<file path="config.mk">
export PLATFORM = sky130hd
export DESIGN_NAME = eeprom_regctl
export DESIGN_NICKNAME = d
export VERILOG_FILES = /design/src/rtl/eerc_pkg.sv /design/src/rtl/eerc_unlock.sv /design/src/rtl/eerc_write_timer.sv /design/src/rtl/eerc_byte_array.sv /design/src/rtl/eeprom_regctl.sv
export SDC_FILE = /design/constraint.sdc
export NUM_CORES = 1
export LEC_CHECK = 0
export BUFFER_PORTS_ARGS = -buffer_cell sky130_fd_sc_hd__buf_2
export CORE_MARGIN = 3
export CORE_UTILIZATION = 65
export CTS_BUF_LIST = sky130_fd_sc_hd__clkbuf_4 sky130_fd_sc_hd__clkbuf_8
export CTS_CLUSTER_SIZE = 30
export DETAILED_ROUTE_END_ITERATION = 10
export PLACE_DENSITY = 0.82
export SLEW_MARGIN = 10
export SYNTH_ARGS = -nofsm -noshare
export SYNTH_HDL_FRONTEND = slang
export SYNTH_HIERARCHICAL = 1
export SYNTH_SLANG_ARGS = --single-unit
export TNS_END_PERCENT = 1
</file>
<file path="constraint.sdc">
create_clock -name clk -period 3.9 [get_ports clk]
set_input_delay 0.78 -clock clk [delete_from_list [all_inputs] [get_ports clk]]
set_output_delay 0.78 -clock clk [all_outputs]
set_load 0.1 [all_outputs]
</file>
<file path="src/rtl/eerc_pkg.sv">
// Package: shared register select codes, control bit positions and key bytes.
package eerc_pkg;
    typedef enum logic [1:0] {
        SEL_CTRL   = 2'd0,
        SEL_KEY    = 2'd1,
        SEL_DATA   = 2'd2,
        SEL_ADDR   = 2'd3
    } eerc_sel_e;

    localparam int unsigned BIT_RD   = 0;
    localparam int unsigned BIT_WR   = 1;
    localparam int unsigned BIT_WREN = 2;
    localparam int unsigned BIT_ERR  = 3;
    localparam int unsigned BIT_DONE = 4;

    localparam logic [7:0] KEY_FIRST  = 8'h55;
    localparam logic [7:0] KEY_SECOND = 8'hAA;
endpackage

</file>
<file path="src/rtl/eerc_unlock.sv">
// Key sequence detector. It arms after KEY_FIRST and then KEY_SECOND are
// written to the key register on consecutive register writes. Any other
// register write disarms it, including the control write that consumes it.
// Assumes acc_valid is already qualified by reset.
module eerc_unlock
    import eerc_pkg::*;
#(
    parameter int unsigned DATA_W = 8
) (
    input  logic              clk,
    input  logic              rst_n,
    input  logic              acc_valid,
    input  logic              acc_key,
    input  logic [DATA_W-1:0] acc_data,
    output logic              armed
);
    typedef enum logic [1:0] {U_IDLE, U_HALF, U_ARMED} ustate_e;
    ustate_e state_q;

    // Step the key sequence on every register write.
    always_ff @(posedge clk) begin
        if (!rst_n) begin
            state_q <= U_IDLE;
        end else if (acc_valid) begin
            if (acc_key && acc_data == DATA_W'(KEY_FIRST))
                state_q <= U_HALF;
            else if (acc_key && acc_data == DATA_W'(KEY_SECOND) && state_q == U_HALF)
                state_q <= U_ARMED;
            else
                state_q <= U_IDLE;
        end
    end

    assign armed = (state_q == U_ARMED);
endmodule

</file>
<file path="src/rtl/eerc_write_timer.sv">
// Write-cycle timer. A start pulse makes it busy for CYCLES clock cycles.
// done is high in the last busy cycle. Assumes start only arrives when idle.
module eerc_write_timer #(
    parameter int unsigned CYCLES = 16
) (
    input  logic clk,
    input  logic rst_n,
    input  logic start,
    output logic busy,
    output logic done
);
    localparam int unsigned CNT_W = $clog2(CYCLES + 1);
    logic [CNT_W-1:0] cnt_q;

    // Load on start, count down while busy, drop busy after the last count.
    always_ff @(posedge clk) begin
        if (!rst_n) begin
            busy  <= 1'b0;
            cnt_q <= '0;
        end else if (start) begin
            busy  <= 1'b1;
            cnt_q <= CNT_W'(CYCLES - 1);
        end else if (busy) begin
            if (cnt_q == '0) busy <= 1'b0;
            else             cnt_q <= cnt_q - 1'b1;
        end
    end

    assign done = busy && (cnt_q == '0);
endmodule

</file>
<file path="src/rtl/eerc_byte_array.sv">
// Behavioural byte store with one synchronous write port and a combinational
// read port. It has no reset, so its contents survive reset.
module eerc_byte_array #(
    parameter int unsigned DATA_W     = 8,
    parameter int unsigned DEPTH_LOG2 = 6
) (
    input  logic                  clk,
    input  logic                  we,
    input  logic [DEPTH_LOG2-1:0] waddr,
    input  logic [DATA_W-1:0]     wdata,
    input  logic [DEPTH_LOG2-1:0] raddr,
    output logic [DATA_W-1:0]     rdata
);
    localparam int unsigned DEPTH = 1 << DEPTH_LOG2;
    logic [DATA_W-1:0] cells [DEPTH];

    // Store one byte per write strobe.
    always_ff @(posedge clk) begin
        if (we) cells[waddr] <= wdata;
    end

    assign rdata = cells[raddr];
endmodule

</file>
<file path="src/rtl/eeprom_regctl.sv">
// Top level: the register file, control-bit behaviour and sequencing of the
// erase/program cycle. Assumes one register write per strobe cycle and a
// synchronous active-low reset that may arrive during a write.
// The error flag has no reset value, so software defines it at start-up.
module eeprom_regctl
    import eerc_pkg::*;
#(
    parameter int unsigned DATA_W       = 8,
    parameter int unsigned ADDR_W       = 8,
    parameter int unsigned DEPTH_LOG2   = 6,
    parameter int unsigned WRITE_CYCLES = 16
) (
    input  logic              clk,
    input  logic              rst_n,
    input  logic              reg_wr,
    input  logic [1:0]        reg_sel,
    input  logic [DATA_W-1:0] reg_wdata,
    output logic [DATA_W-1:0] reg_rdata,
    output logic              irq
);
    localparam logic [DATA_W-1:0] ERASED = '1;

    eerc_sel_e sel;
    logic acc, ctrl_wr, key_wr, data_wr, addr_wr;
    logic armed, busy, done, done_eff, wr_req, addr_ok;
    logic rd_q, wr_q, wren_q, err_q, done_q;
    logic [ADDR_W-1:0] addr_q;
    logic [DATA_W-1:0] data_q, lat_data_q, arr_rdata, arr_wdata;
    logic [DEPTH_LOG2-1:0] lat_addr_q, arr_waddr;
    logic lat_ok_q, arr_we;

    assign sel      = eerc_sel_e'(reg_sel);
    assign acc      = reg_wr && rst_n;
    assign ctrl_wr  = acc && sel == SEL_CTRL;
    assign key_wr   = acc && sel == SEL_KEY;
    assign data_wr  = acc && sel == SEL_DATA && !busy;
    assign addr_wr  = acc && sel == SEL_ADDR && !busy;
    assign addr_ok  = (addr_q[ADDR_W-1:DEPTH_LOG2] == '0);
    assign wr_req   = ctrl_wr && reg_wdata[BIT_WR] && reg_wdata[BIT_WREN] && armed && !busy;
    assign done_eff = done && rst_n;

    eerc_unlock #(.DATA_W(DATA_W)) u_unlock (
        .clk(clk), .rst_n(rst_n), .acc_valid(acc), .acc_key(key_wr),
        .acc_data(reg_wdata), .armed(armed)
    );

    eerc_write_timer #(.CYCLES(WRITE_CYCLES)) u_timer (
        .clk(clk), .rst_n(rst_n), .start(wr_req), .busy(busy), .done(done)
    );

    // Erase at the start of an accepted write, program when the timer ends.
    assign arr_we    = (wr_req && addr_ok) || (done_eff && lat_ok_q);
    assign arr_waddr = done_eff ? lat_addr_q : addr_q[DEPTH_LOG2-1:0];
    assign arr_wdata = done_eff ? lat_data_q : ERASED;

    eerc_byte_array #(.DATA_W(DATA_W), .DEPTH_LOG2(DEPTH_LOG2)) u_array (
        .clk(clk), .we(arr_we), .waddr(arr_waddr), .wdata(arr_wdata),
        .raddr(addr_q[DEPTH_LOG2-1:0]), .rdata(arr_rdata)
    );

    // Read start: set by software, held for one cycle only.
    always_ff @(posedge clk) begin
        if (!rst_n) rd_q <= 1'b0;
        else        rd_q <= ctrl_wr && reg_wdata[BIT_RD];
    end

    // Write start: set on an accepted request, cleared when the timer ends.
    always_ff @(posedge clk) begin
        if (!rst_n)      wr_q <= 1'b0;
        else if (wr_req) wr_q <= 1'b1;
        else if (done)   wr_q <= 1'b0;
    end

    // Write enable: plain software bit, cleared by reset.
    always_ff @(posedge clk) begin
        if (!rst_n)       wren_q <= 1'b0;
        else if (ctrl_wr) wren_q <= reg_wdata[BIT_WREN];
    end

    // Done flag: set by hardware (which wins), cleared by software or reset.
    always_ff @(posedge clk) begin
        if (!rst_n)       done_q <= 1'b0;
        else if (done)    done_q <= 1'b1;
        else if (ctrl_wr) done_q <= reg_wdata[BIT_DONE];
    end

    // Error flag: raised by a reset that hits a running write, otherwise kept.
    always_ff @(posedge clk) begin
        if (!rst_n)       err_q <= err_q | busy;
        else if (ctrl_wr) err_q <= reg_wdata[BIT_ERR];
    end

    // Address register: frozen while a write runs.
    always_ff @(posedge clk) begin
        if (!rst_n)       addr_q <= '0;
        else if (addr_wr) addr_q <= ADDR_W'(reg_wdata);
    end

    // Data register: loaded by a completed read or by software when idle.
    always_ff @(posedge clk) begin
        if (!rst_n)                data_q <= '0;
        else if (rd_q && addr_ok)  data_q <= arr_rdata;
        else if (data_wr)          data_q <= reg_wdata;
    end

    // Capture the target of an accepted write so later accesses cannot disturb it.
    always_ff @(posedge clk) begin
        if (!rst_n) begin
            lat_addr_q <= '0;
            lat_data_q <= '0;
            lat_ok_q   <= 1'b0;
        end else if (wr_req) begin
            lat_addr_q <= addr_q[DEPTH_LOG2-1:0];
            lat_data_q <= data_q;
            lat_ok_q   <= addr_ok;
        end
    end

    // Read-back multiplexer for the selected register.
    always_comb begin
        reg_rdata = '0;
        case (sel)
            SEL_CTRL: begin
                reg_rdata[BIT_RD]   = rd_q;
                reg_rdata[BIT_WR]   = wr_q;
                reg_rdata[BIT_WREN] = wren_q;
                reg_rdata[BIT_ERR]  = err_q;
                reg_rdata[BIT_DONE] = done_q;
            end
            SEL_KEY:  reg_rdata = '0;
            SEL_DATA: reg_rdata = data_q;
            SEL_ADDR: reg_rdata = DATA_W'(addr_q);
            default:  reg_rdata = '0;
        endcase
    end

    assign irq = done_q;
endmodule

</file>
==> run summary, run 1 <==
In this run, synthesis produced a sequential element count of 556. Critical path launch point type: a flip-flop. The critical path is of the reg -> reg type. In the post-synthesis netlist, the biggest area contributors are sky130_fd_sc_hd__edfxtp_1 (69%), sky130_fd_sc_hd__mux4_2 (13%), sky130_fd_sc_hd__dfxtp_1 (3.8%), sky130_fd_sc_hd__nor2_1 (1.5%), sky130_fd_sc_hd__mux2i_1 (1.2%). Setup repair after global routing left no endpoint under its margin. Class of the tightest hold or removal check: reg -> reg. The number of DRC markers after the initial detailed-route iteration was 1831; the synthesized area per cell was 18.6 sq um.

The final clock skew came out at 0.0398 ns. The delay of the slowest cell on the worst path was 0.61 ns. Dividing the final minimum period by the clock period gives 88.4%. In this run the most critical hold path is launched from wr_q. Pin count of the biggest net entering global routing: 65. The detail-routed net length per standard cell came out at 27.7 um. Walking the worst path, the cells encountered are inv_1, ha_1, nand2_1, nor4_1, buf_4, nand2_1, mux2_2, nor2b_1, nand2_1, nor2_1. The die width came out at 192 um.

The detailed-placement wirelength estimate is 31900 um. sky130_fd_sc_hd__edfxtp_1 is the most common cell in the netlist. Leading register cell type out of synthesis: sky130_fd_sc_hd__edfxtp_1. The number of flops mapped to enable cells by yosys works out to 513. The number of diodes added for antenna fixing came out at 0. Across the run, the number of max-cap violations was 0. The clock-pin slew on the worst setup and hold paths was 0.06 ns. 22 I/O pins were placed. For the source-to-sink clock delay at the later pin of the worst-skew pair, the log shows 0.63 ns. When the netlist entered floorplanning its net count stood at 1216.

Buffers inserted during clock tree synthesis total 83. The worst register-to-register path begins at u_timer/cnt_q[0]. The synthesis-to-layout area growth was 11.8%; the area share of the leading cell type in the synthesized netlist was 68.9%.

The cell that appears most often on the critical path is sky130_fd_sc_hd__nand2_1. The logs give 51300 um for the sum of routed wire length over all layers and 3 for the number of buffers on the longest clock path. The logs give 3 for the level count of the clock H-tree and 29.2% for the global-route usage over all layers.

Based on the critical path, the design can be clocked at up to 290 MHz. After the last flow step, the layout net total stands at 1354. The post-route standard cell area excluding fillers came out at 25000 sq um. The logs give 0 for the number of buffers inserted by hold repair at cts and 0 for the quantity of gates resized following cts.

The final critical path time including I/O delays and setup is 3.45 ns. The tools report the static leakage as 9.32 nW. The tree is rooted in a sky130_fd_sc_hd__clkbuf_8.

From bottom edge to top edge, the die measures 192 um. Counting instances in the post-synthesis netlist gives the leading cell types as sky130_fd_sc_hd__edfxtp_1 (513), sky130_fd_sc_hd__mux4_2 (126), sky130_fd_sc_hd__nor2_1 (91). The run gives 12400 as the via count of the first global-routing pass. The tools report the number of failing setup endpoints in the final timing report as 0.

The flow ran to the end, and the final reports show no timing, DRC or antenna violations. The actual slew at the worst max-slew pin is 0.804 ns, and the required time reported for the critical path endpoint is 4.14 ns. For the worst setup path, the data arrival time is 3.69 ns. The run gives 0 as the max-slew violation total from the final report. Synthesis instantiated 64 different standard cells from the library. Counting flops with an async set or reset pin after synthesis yields a share of 0%.

In the final timing run, aggregate negative setup slack is 0 ns. The core outline area was 33700 sq um. The number of antenna violations at the first check in global routing is 0, and the final weighted congestion in routability-driven placement is 0.889.

The power per standard cell area is 443 nW/um^2, and the gate count of the mapped netlist is 1202. After detailed routing, the number of vias per cell comes to 6.80. Once the floorplan was initialized, standard cells occupied 66.4% of the core. Among all stages on the critical path, the largest delay is contributed by sky130_fd_sc_hd__nor2_1. The DRC violation count after routing was 0; the number of iterations in the first detailed-routing pass was 6. Across the VDD grid, the largest voltage drop is 0.259 mV. Summing over every cut layer, the via total after detailed routing is 12600.

The peak fanout along the critical path came out at 14. Global routing finished with a remaining overflow of 0. The die covers 36700 sq um. For the synthesized area, the log shows 22400 sq um. The largest area contributor in the synthesized netlist was sky130_fd_sc_hd__edfxtp_1. The worst setup path is captured at a flip-flop. The number of clock sinks seen by CTS is 556. The startpoint of the most critical setup path was u_timer/cnt_q[0]. Number of warnings printed during yosys synthesis: 6.

The relative slew slack was 46.3%; the part of the Yosys area used for sequential elements was 72.7%. Row generation in the floorplan step produced 67 rows. Count of final hold-check violations: 0. TritonCTS built the clock tree. The first-pass GRT wire length is 78000 um. Post-CTS timing repair inserted 0 buffers for setup. The count of port buffers added during placement was 21. The layout cell share with drive strength beyond 1 came out at 30.2%. In this run the remaining antenna-violating nets after routing total 0. Summing all placed instances gives a cell area of 23500 sq um.
==> placed cells by master, fill, tap and decap left out, types with 6 or more instances in the layout <==
master | Yosys | routed
sky130_fd_sc_hd__o21ai_1 | 6 | 6
sky130_fd_sc_hd__o221ai_1 | 8 | 8
sky130_fd_sc_hd__o22ai_1 | 8 | 8
sky130_fd_sc_hd__nand2_1 | 28 | 28
sky130_fd_sc_hd__inv_1 | 7 | 7
sky130_fd_sc_hd__a21oi_1 | 29 | 29
sky130_fd_sc_hd__buf_4 | 15 | 100
sky130_fd_sc_hd__nor3_1 | 10 | 10
sky130_fd_sc_hd__mux2_2 | 24 | 24
sky130_fd_sc_hd__nand4_1 | 18 | 18
sky130_fd_sc_hd__nor2_1 | 91 | 91
sky130_fd_sc_hd__mux4_2 | 126 | 126
sky130_fd_sc_hd__mux2i_1 | 27 | 27
sky130_fd_sc_hd__nor2b_1 | 18 | 18
sky130_fd_sc_hd__edfxtp_1 | 513 | 513
sky130_fd_sc_hd__dfxtp_1 | 43 | 39
sky130_fd_sc_hd__clkbuf_8 | 0 | 86
sky130_fd_sc_hd__a221oi_1 | 6 | 6
sky130_fd_sc_hd__clkbuf_4 | 1 | 19
sky130_fd_sc_hd__or2_2 | 8 | 8
sky130_fd_sc_hd__buf_12 | 3 | 7
sky130_fd_sc_hd__o21ai_0 | 40 | 40
sky130_fd_sc_hd__buf_2 | 16 | 21
sky130_fd_sc_hd__nand2b_1 | 7 | 7
sky130_fd_sc_hd__a31oi_1 | 9 | 9
sky130_fd_sc_hd__nand3_1 | 32 | 32
sky130_fd_sc_hd__clkinv_2 | 0 | 18
sky130_fd_sc_hd__clkinv_1 | 0 | 24
==> kinds of logic after synthesis <==
family / after synthesis / share of synthesized area, %
AOI/OAI and AO/OA: 143 / 4.11
buffers and inverters: 82 / 2.28
muxes: 177 / 15.1
DFF: 556 / 72.7
and+or+nand+nor: 243 / 5.73
adders and majority gates: 1 / 0.0559
==> critical path: cells and delay by family, from the launching register on <==
family / cells / cell delay [ns]
mux: 1 / 0.47
flops: 1 / 0.37
fa+ha+maj: 1 / 0.21
simple gates: 6 / 1.78
buf+inv: 2 / 0.22
==> metal layers <==
| layer | global-route usage, % | share of wire [%] |
|---|---|---|
| met5 | 0 | 0 |
| met4 | 9.99 | 3.6 |
| met3 | 6.16 | 11 |
| met2 | 44.2 | 47 |
| met1 | 43.3 | 38 |
==> metrics by stage <==
step	utilization [%]	hold WS (ns)	cells	worst slack (ns)	total power, mW
3_3_place_gp	69.6	0.457	1703	0.683	6.74
6_report	74.2	0.457	1853	0.452	11.1
2_1_floorplan	-	0.437	1202	0.522	6.69
4_1_cts	74.2	0.438	1853	0.420	11.1
3_5_place_dp	69.6	0.450	1703	0.542	6.74
5_1_grt	74.2	0.452	1853	0.225	11.4
==> power by group <==
group / switching (mW) / internal [mW]
Combinational: 0.123 / 0.0634
Clock: 2.14 / 2.30
Sequential: 0.0163 / 6.42
==> layout make-up <==
cell class | count | area (sq um)
Tap cell | 448 | 561
Sequential cell | 556 | 16300
Inverter | 7 | 26.3
Clock inverter | 45 | 225
Timing Repair Buffer | 128 | 996
Multi-Input combinational cell | 564 | 5590
Clock buffer | 105 | 1330
Fill cell | 1821 | 8700
==> flip-flops by register name, indices dropped and copies added, names as in the netlist, 2 cells and up <==
signal            count
addr_q                8
data_q                8
lat_addr_q            6
lat_data_q            8
u_array/cells       512
u_timer/cnt_q         5
u_unlock/state_q      2
==> path summary, 6_finish.rpt <==
path | end | slack [ns] | cells past startpoint
worst min register to register | wr_q | 0.46 | 2
worst max-delay path | u_array/cells[42][0] | 0.45 | 10
worst min-delay path | wr_q | 0.46 | 2
worst max register to register | u_array/cells[42][0] | 0.45 | 10
Power figures use the tool's default switching activity.
==> run 2, diff against run 1 <==
--- a/config.mk
+++ b/config.mk
@@ -5,13 +5,15 @@
 export SDC_FILE = /design/constraint.sdc
 export NUM_CORES = 1
 export LEC_CHECK = 0
+export ABC_AREA = 1
 export BUFFER_PORTS_ARGS = -buffer_cell sky130_fd_sc_hd__buf_2
+export CAP_MARGIN = 20
 export CORE_MARGIN = 3
 export CORE_UTILIZATION = 65
 export CTS_BUF_LIST = sky130_fd_sc_hd__clkbuf_4 sky130_fd_sc_hd__clkbuf_8
 export CTS_CLUSTER_SIZE = 30
 export DETAILED_ROUTE_END_ITERATION = 10
-export PLACE_DENSITY = 0.82
+export PLACE_DENSITY = 0.85
 export SLEW_MARGIN = 10
 export SYNTH_ARGS = -nofsm -noshare
 export SYNTH_HDL_FRONTEND = slang
==> run 2 against run 1 <==
- register-to-register slack lost 0.18 ns
- via count grew 34%
- global-route usage grew 1.1 points
- first-iteration DRC count grew 57%
- critical path type unchanged
- critical endpoint is now u_array/cells[9][6]
==> run summary, run 2 <==
The number of buffers inserted by hold repair at cts came out at 0 (unchanged). The tools report the number of nets at the end of the flow as 2193 (+62%). The cell count of the worst hold path works out to 3 (+1).

The run gives 23500 sq um (+4.9%) as the synthesized area. The number of iterations in the first detailed-routing pass was 7 (+1). The worst register-to-register path ends at u_array/cells[9][6].

The worst setup path is launched from a flip-flop. The number of core rows is 68 (+1.5%). The tools report the core outline area as 35100 sq um (+4.0%). In the synthesized netlist, the cells that appear most often are sky130_fd_sc_hd__nand2_1 (717), sky130_fd_sc_hd__edfxtp_1 (513), sky130_fd_sc_hd__nand3_1 (461). Number of synthesized register bits: 556 (unchanged).

The worst hold path terminates at rd_q. The switching component of the power came out at 2.43 mW (+6.6%). The die extent in y was 196 um (+2.3%). The count of port buffers added during placement was 21 (unchanged); the met2 routing resource usage after global routing was 48.2% (+4.0 points).

The flip-flop count of the largest register, all copies and words added came out at 512 (unchanged). Relative slew slack: 29.8% (-17 points). The leading register cell type out of synthesis is sky130_fd_sc_hd__edfxtp_1.

For the number of clock sinks seen by CTS, the log shows 556 (unchanged). Clock root buffer master: sky130_fd_sc_hd__clkbuf_8. The logs give 84 (+1.2%) for the total CTS buffers and 0 (unchanged) for the DRC violation count after routing. The run gives 3 (unchanged) as the level count of the clock H-tree. Most frequent standard cell in the layout excluding fill and tap cells: sky130_fd_sc_hd__nand2_1. The number of flops mapped to enable cells by yosys is 513 (unchanged), and the detailed-placement wirelength estimate is 33900 um (+6.2%). The source-to-sink clock delay at the later pin of the worst-skew pair was 0.64 ns (about the same); the internal power summed over all cells was 8.94 mW (+1.9%). The count of antenna-violating nets left after detailed routing was 0 (unchanged); the filler cell count in the final layout was 2214 (+22%). In this run the worst hold path is classified as in -> reg.

The depth of the worst register-to-register path is 10 (unchanged), and the combined flip-flop and latch cell area is 16300 sq um (about the same). The run gives 66.9% (+0.54 points) as the initial standard-cell utilization of the core. The pin count of the biggest net entering global routing came out at 171 (+160%). The met3 capacity usage during global routing is 6.77% (+0.60 points). The setup TNS after final layout came out at 0 ns (unchanged).

Sorting the synthesized cells by area gives the leading types as sky130_fd_sc_hd__edfxtp_1 (66%), sky130_fd_sc_hd__nand2_1 (11%), sky130_fd_sc_hd__nand3_1 (9.8%), sky130_fd_sc_hd__dfxtp_1 (3.7%), sky130_fd_sc_hd__nor2_1 (1.9%). The flow ran to the end, and the final reports show no timing, DRC or antenna violations. The net count of the mapped netlist is 2144 (+76%), and the max-capacitance violation count is 0 (unchanged). The worst setup path is of the reg -> reg kind. For the max-slew violation total from the final report, the log shows 0 (unchanged).

The peak fanout along the critical path is 13 (-1). For the via count of the first global-routing pass, the log shows 15900 (+28%). The number of diodes added for antenna fixing was 0 (unchanged). The switching share of power was 21.4% (+0.75 points).

The sum of routed wire length over all layers is 58200 um (+13%). The total I/O pin count came out at 22 (unchanged). The area of the die was 38400 sq um (+4.7%); the layout cell share with drive strength beyond 1 was 11.6% (-19 points). The number of distinct library cell variants in the gate-level netlist after synthesis was 36 (-44%); the static leakage was 10.1 nW (+8.2%).

The post-CTS setup repair buffer count was 0 (unchanged). The global-route congestion overflow total came out at 0 (unchanged). In this run the most used layer during global routing was met2.

The number of buffers on the longest clock path is 3 (unchanged). The clock-pin slew on the worst setup and hold paths was 0.06 ns (about the same). The actual slew at the worst max-slew pin is 1.05 ns (+0.248 ns), and the worst hold slack is 0.427 ns (-0.0297 ns). The proportion of register bits with asynchronous set or reset after synthesis was 0% (unchanged). The largest area contributor in the synthesized netlist was sky130_fd_sc_hd__edfxtp_1. The global routing usage on met1 is 41.0% (-2.4 points), and the die width is 196 um (+2.3%). The area share of the leading cell type in the synthesized netlist was 65.7% (-3.2 points); the post-route fraction of the period consumed by the critical path was 93.1% (+4.7 points). For the number of failing setup endpoints in the final timing report, the log shows 0 (unchanged). The most common cell in the synthesized netlist is sky130_fd_sc_hd__nand2_1. The logs give 2866 (+57%) for the number of DRC markers after the initial detailed-route iteration and 275 MHz (-5.0%) for the achievable frequency.

The sum of internal, switching and leakage power came out at 11.4 mW (+2.8%). The number of antenna violations at the first check in global routing is 0 (unchanged), and the synthesis-to-layout area growth is 8.44%. The combinational group share of total power is 3.4% (+1.7 points). The gate count of the mapped netlist was 2130 (+77%). More flip-flops sit in one register than any other, and that register is u_array/cells. The part of the Yosys area used for sequential elements is 69.4% (-3.4 points).

The quantity of gates resized following cts was 0 (unchanged). STA classifies the critical path endpoint as a flip-flop. The tools report the critical register-to-register path startpoint as u_timer/cnt_q[0].

The final critical path time including I/O delays and setup is 3.63 ns (+0.182 ns), and the global-route usage over all layers is 30.2% (+1.1 points). The run gives 0.27 ns (-0.18 ns) as the flop-to-flop setup slack. The run gives 6130 sq um (+9.7%) as the area of combinational cells with multiple inputs. The tools report the portion of total power attributed to sequential cells as 56.5% (-1.6 points). TritonCTS built the clock tree. The worst supply voltage drop on vdd is 0.387 mV (+49%), and the synthesized area per cell is 11.0 sq um (-41%). The final clock skew is 0.0211 ns (-0.0187 ns), and the critical path arrival is 3.88 ns (+0.19 ns).

The total via count after detailed routing came out at 16900 (+34%). The required time reported for the critical path endpoint is 4.15 ns (about the same). Leaving out fill and tap cells, the most frequent cells in the layout are sky130_fd_sc_hd__nand2_1 (717), sky130_fd_sc_hd__edfxtp_1 (513), sky130_fd_sc_hd__nand3_1 (461). The first-pass GRT wire length was 88900 um (+14%). The count of final hold-check violations is 0 (unchanged).

The logs give 0.946 (+6.4%) for the final weighted congestion in routability-driven placement and 40.1% (about the same) for the power share of the clock group. The tools report the startpoint of the tightest hold check path as reg_wdata[0]. The power per standard cell area works out to 447 nW/um^2 (+1.1%). The detail-routed net length per standard cell works out to 21.6 um (-22%).

Setup repair after global routing left no endpoint under its margin. The routed via count divided by cell count works out to 6.27 (-7.8%). Number of warnings printed during yosys synthesis: 6 (unchanged).
-- run 2: changes by cell type in the layout (fill, tap and decap cells not counted), sizes merged, moves of 13 or more --
cell,before,now
a21oi,29,11
buf,128,84
clkbuf,105,120
clkinv,42,29
inv,7,46
mux2,24,0
mux2i,27,0
mux4,126,0
nand2,28,722
nand3,32,463
nor2,91,132
nor2b,18,0
-- run 2: cell type report --
| type | instances | share of cell area [%] |
|---|---|---|
| tap | 455 | 2.24 |
| clock buffer | 120 | 5.81 |
| multi-input combinational | 1405 | 24.1 |
| timing repair buffer | 84 | 2.60 |
| inverter | 48 | 0.743 |
| sequential | 556 | 64.0 |
| clock inverter | 29 | 0.507 |
-- run 2: worst max-delay path by stage --
stage | start | end | slack (ns) | depth (start not counted)
floorplan | reg_sel[0] | reg_rdata[5] | 0.12 | 2
CTS | u_timer/cnt_q[0] | u_array/cells[47][3] | 0.38 | 10
global placement | u_timer/cnt_q[0] | u_array/cells[9][6] | 0.58 | 10
finish | u_timer/cnt_q[0] | u_array/cells[9][6] | 0.27 | 10
global route | u_timer/cnt_q[0] | u_array/cells[47][3] | 0.008 | 10
detailed placement | u_timer/cnt_q[0] | u_array/cells[14][0] | 0.43 | 10
-- run 2: power by group through the flow --
stage / logic (mW) / registers (mW) / clock network, mW
after detailed placement: 0.366 / 6.56 / 0
after CTS: 0.369 / 6.43 / 4.60
after floorplan: 0.289 / 6.55 / 0
after global placement: 0.357 / 6.56 / 0
after global routing: 0.409 / 6.43 / 4.85
final: 0.384 / 6.43 / 4.56
-- run 2: critical path: stages (launching register included) --
cell and delay (ns):
sky130_fd_sc_hd__dfxtp_1 0.33, sky130_fd_sc_hd__inv_1 0.09, sky130_fd_sc_hd__ha_1 0.26, sky130_fd_sc_hd__nand3_2 0.13, sky130_fd_sc_hd__nor2_1 0.24, sky130_fd_sc_hd__nand2_1 0.22, sky130_fd_sc_hd__inv_1 0.37, sky130_fd_sc_hd__o21ai_0 0.29
sky130_fd_sc_hd__inv_1 0.19, sky130_fd_sc_hd__nand3_1 0.42, sky130_fd_sc_hd__nor2_1 0.70
-- run 2: through the flow --
step           instance area [sq um]  cells  setup WS, ns  util [%]
5_1_grt                        25400   2697       0.00815      72.6
3_3_place_gp                   23800   2546         0.576      67.8
2_1_floorplan                  23500   2130         0.124         -
3_5_place_dp                   23800   2546         0.429      67.8
6_report                       25400   2697         0.270      72.6
4_1_cts                        25400   2695         0.379      72.4
-- run 2: layer usage --
| metal | wire length, um | up-vias | part of all wire (%) |
|---|---|---|---|
| li1 | - | 7477 | - |
| met2 | 27300 | 1316 | 47 |
| met4 | 2570 | 0 | 4.4 |
| met1 | 20800 | 7887 | 36 |
| met3 | 7450 | 231 | 13 |
| met5 | 0 | - | 0 |
-- run 2: cells by family after synthesis --
logic type	after synthesis	share of synthesized area, %
AO/OA/AOI/OAI	57	1.35
adder cells (fa/ha/maj)	1	0.0533
buffers and inverters	169	4.49
flip-flops	556	69.4
AND/OR/NAND/NOR	1347	24.8
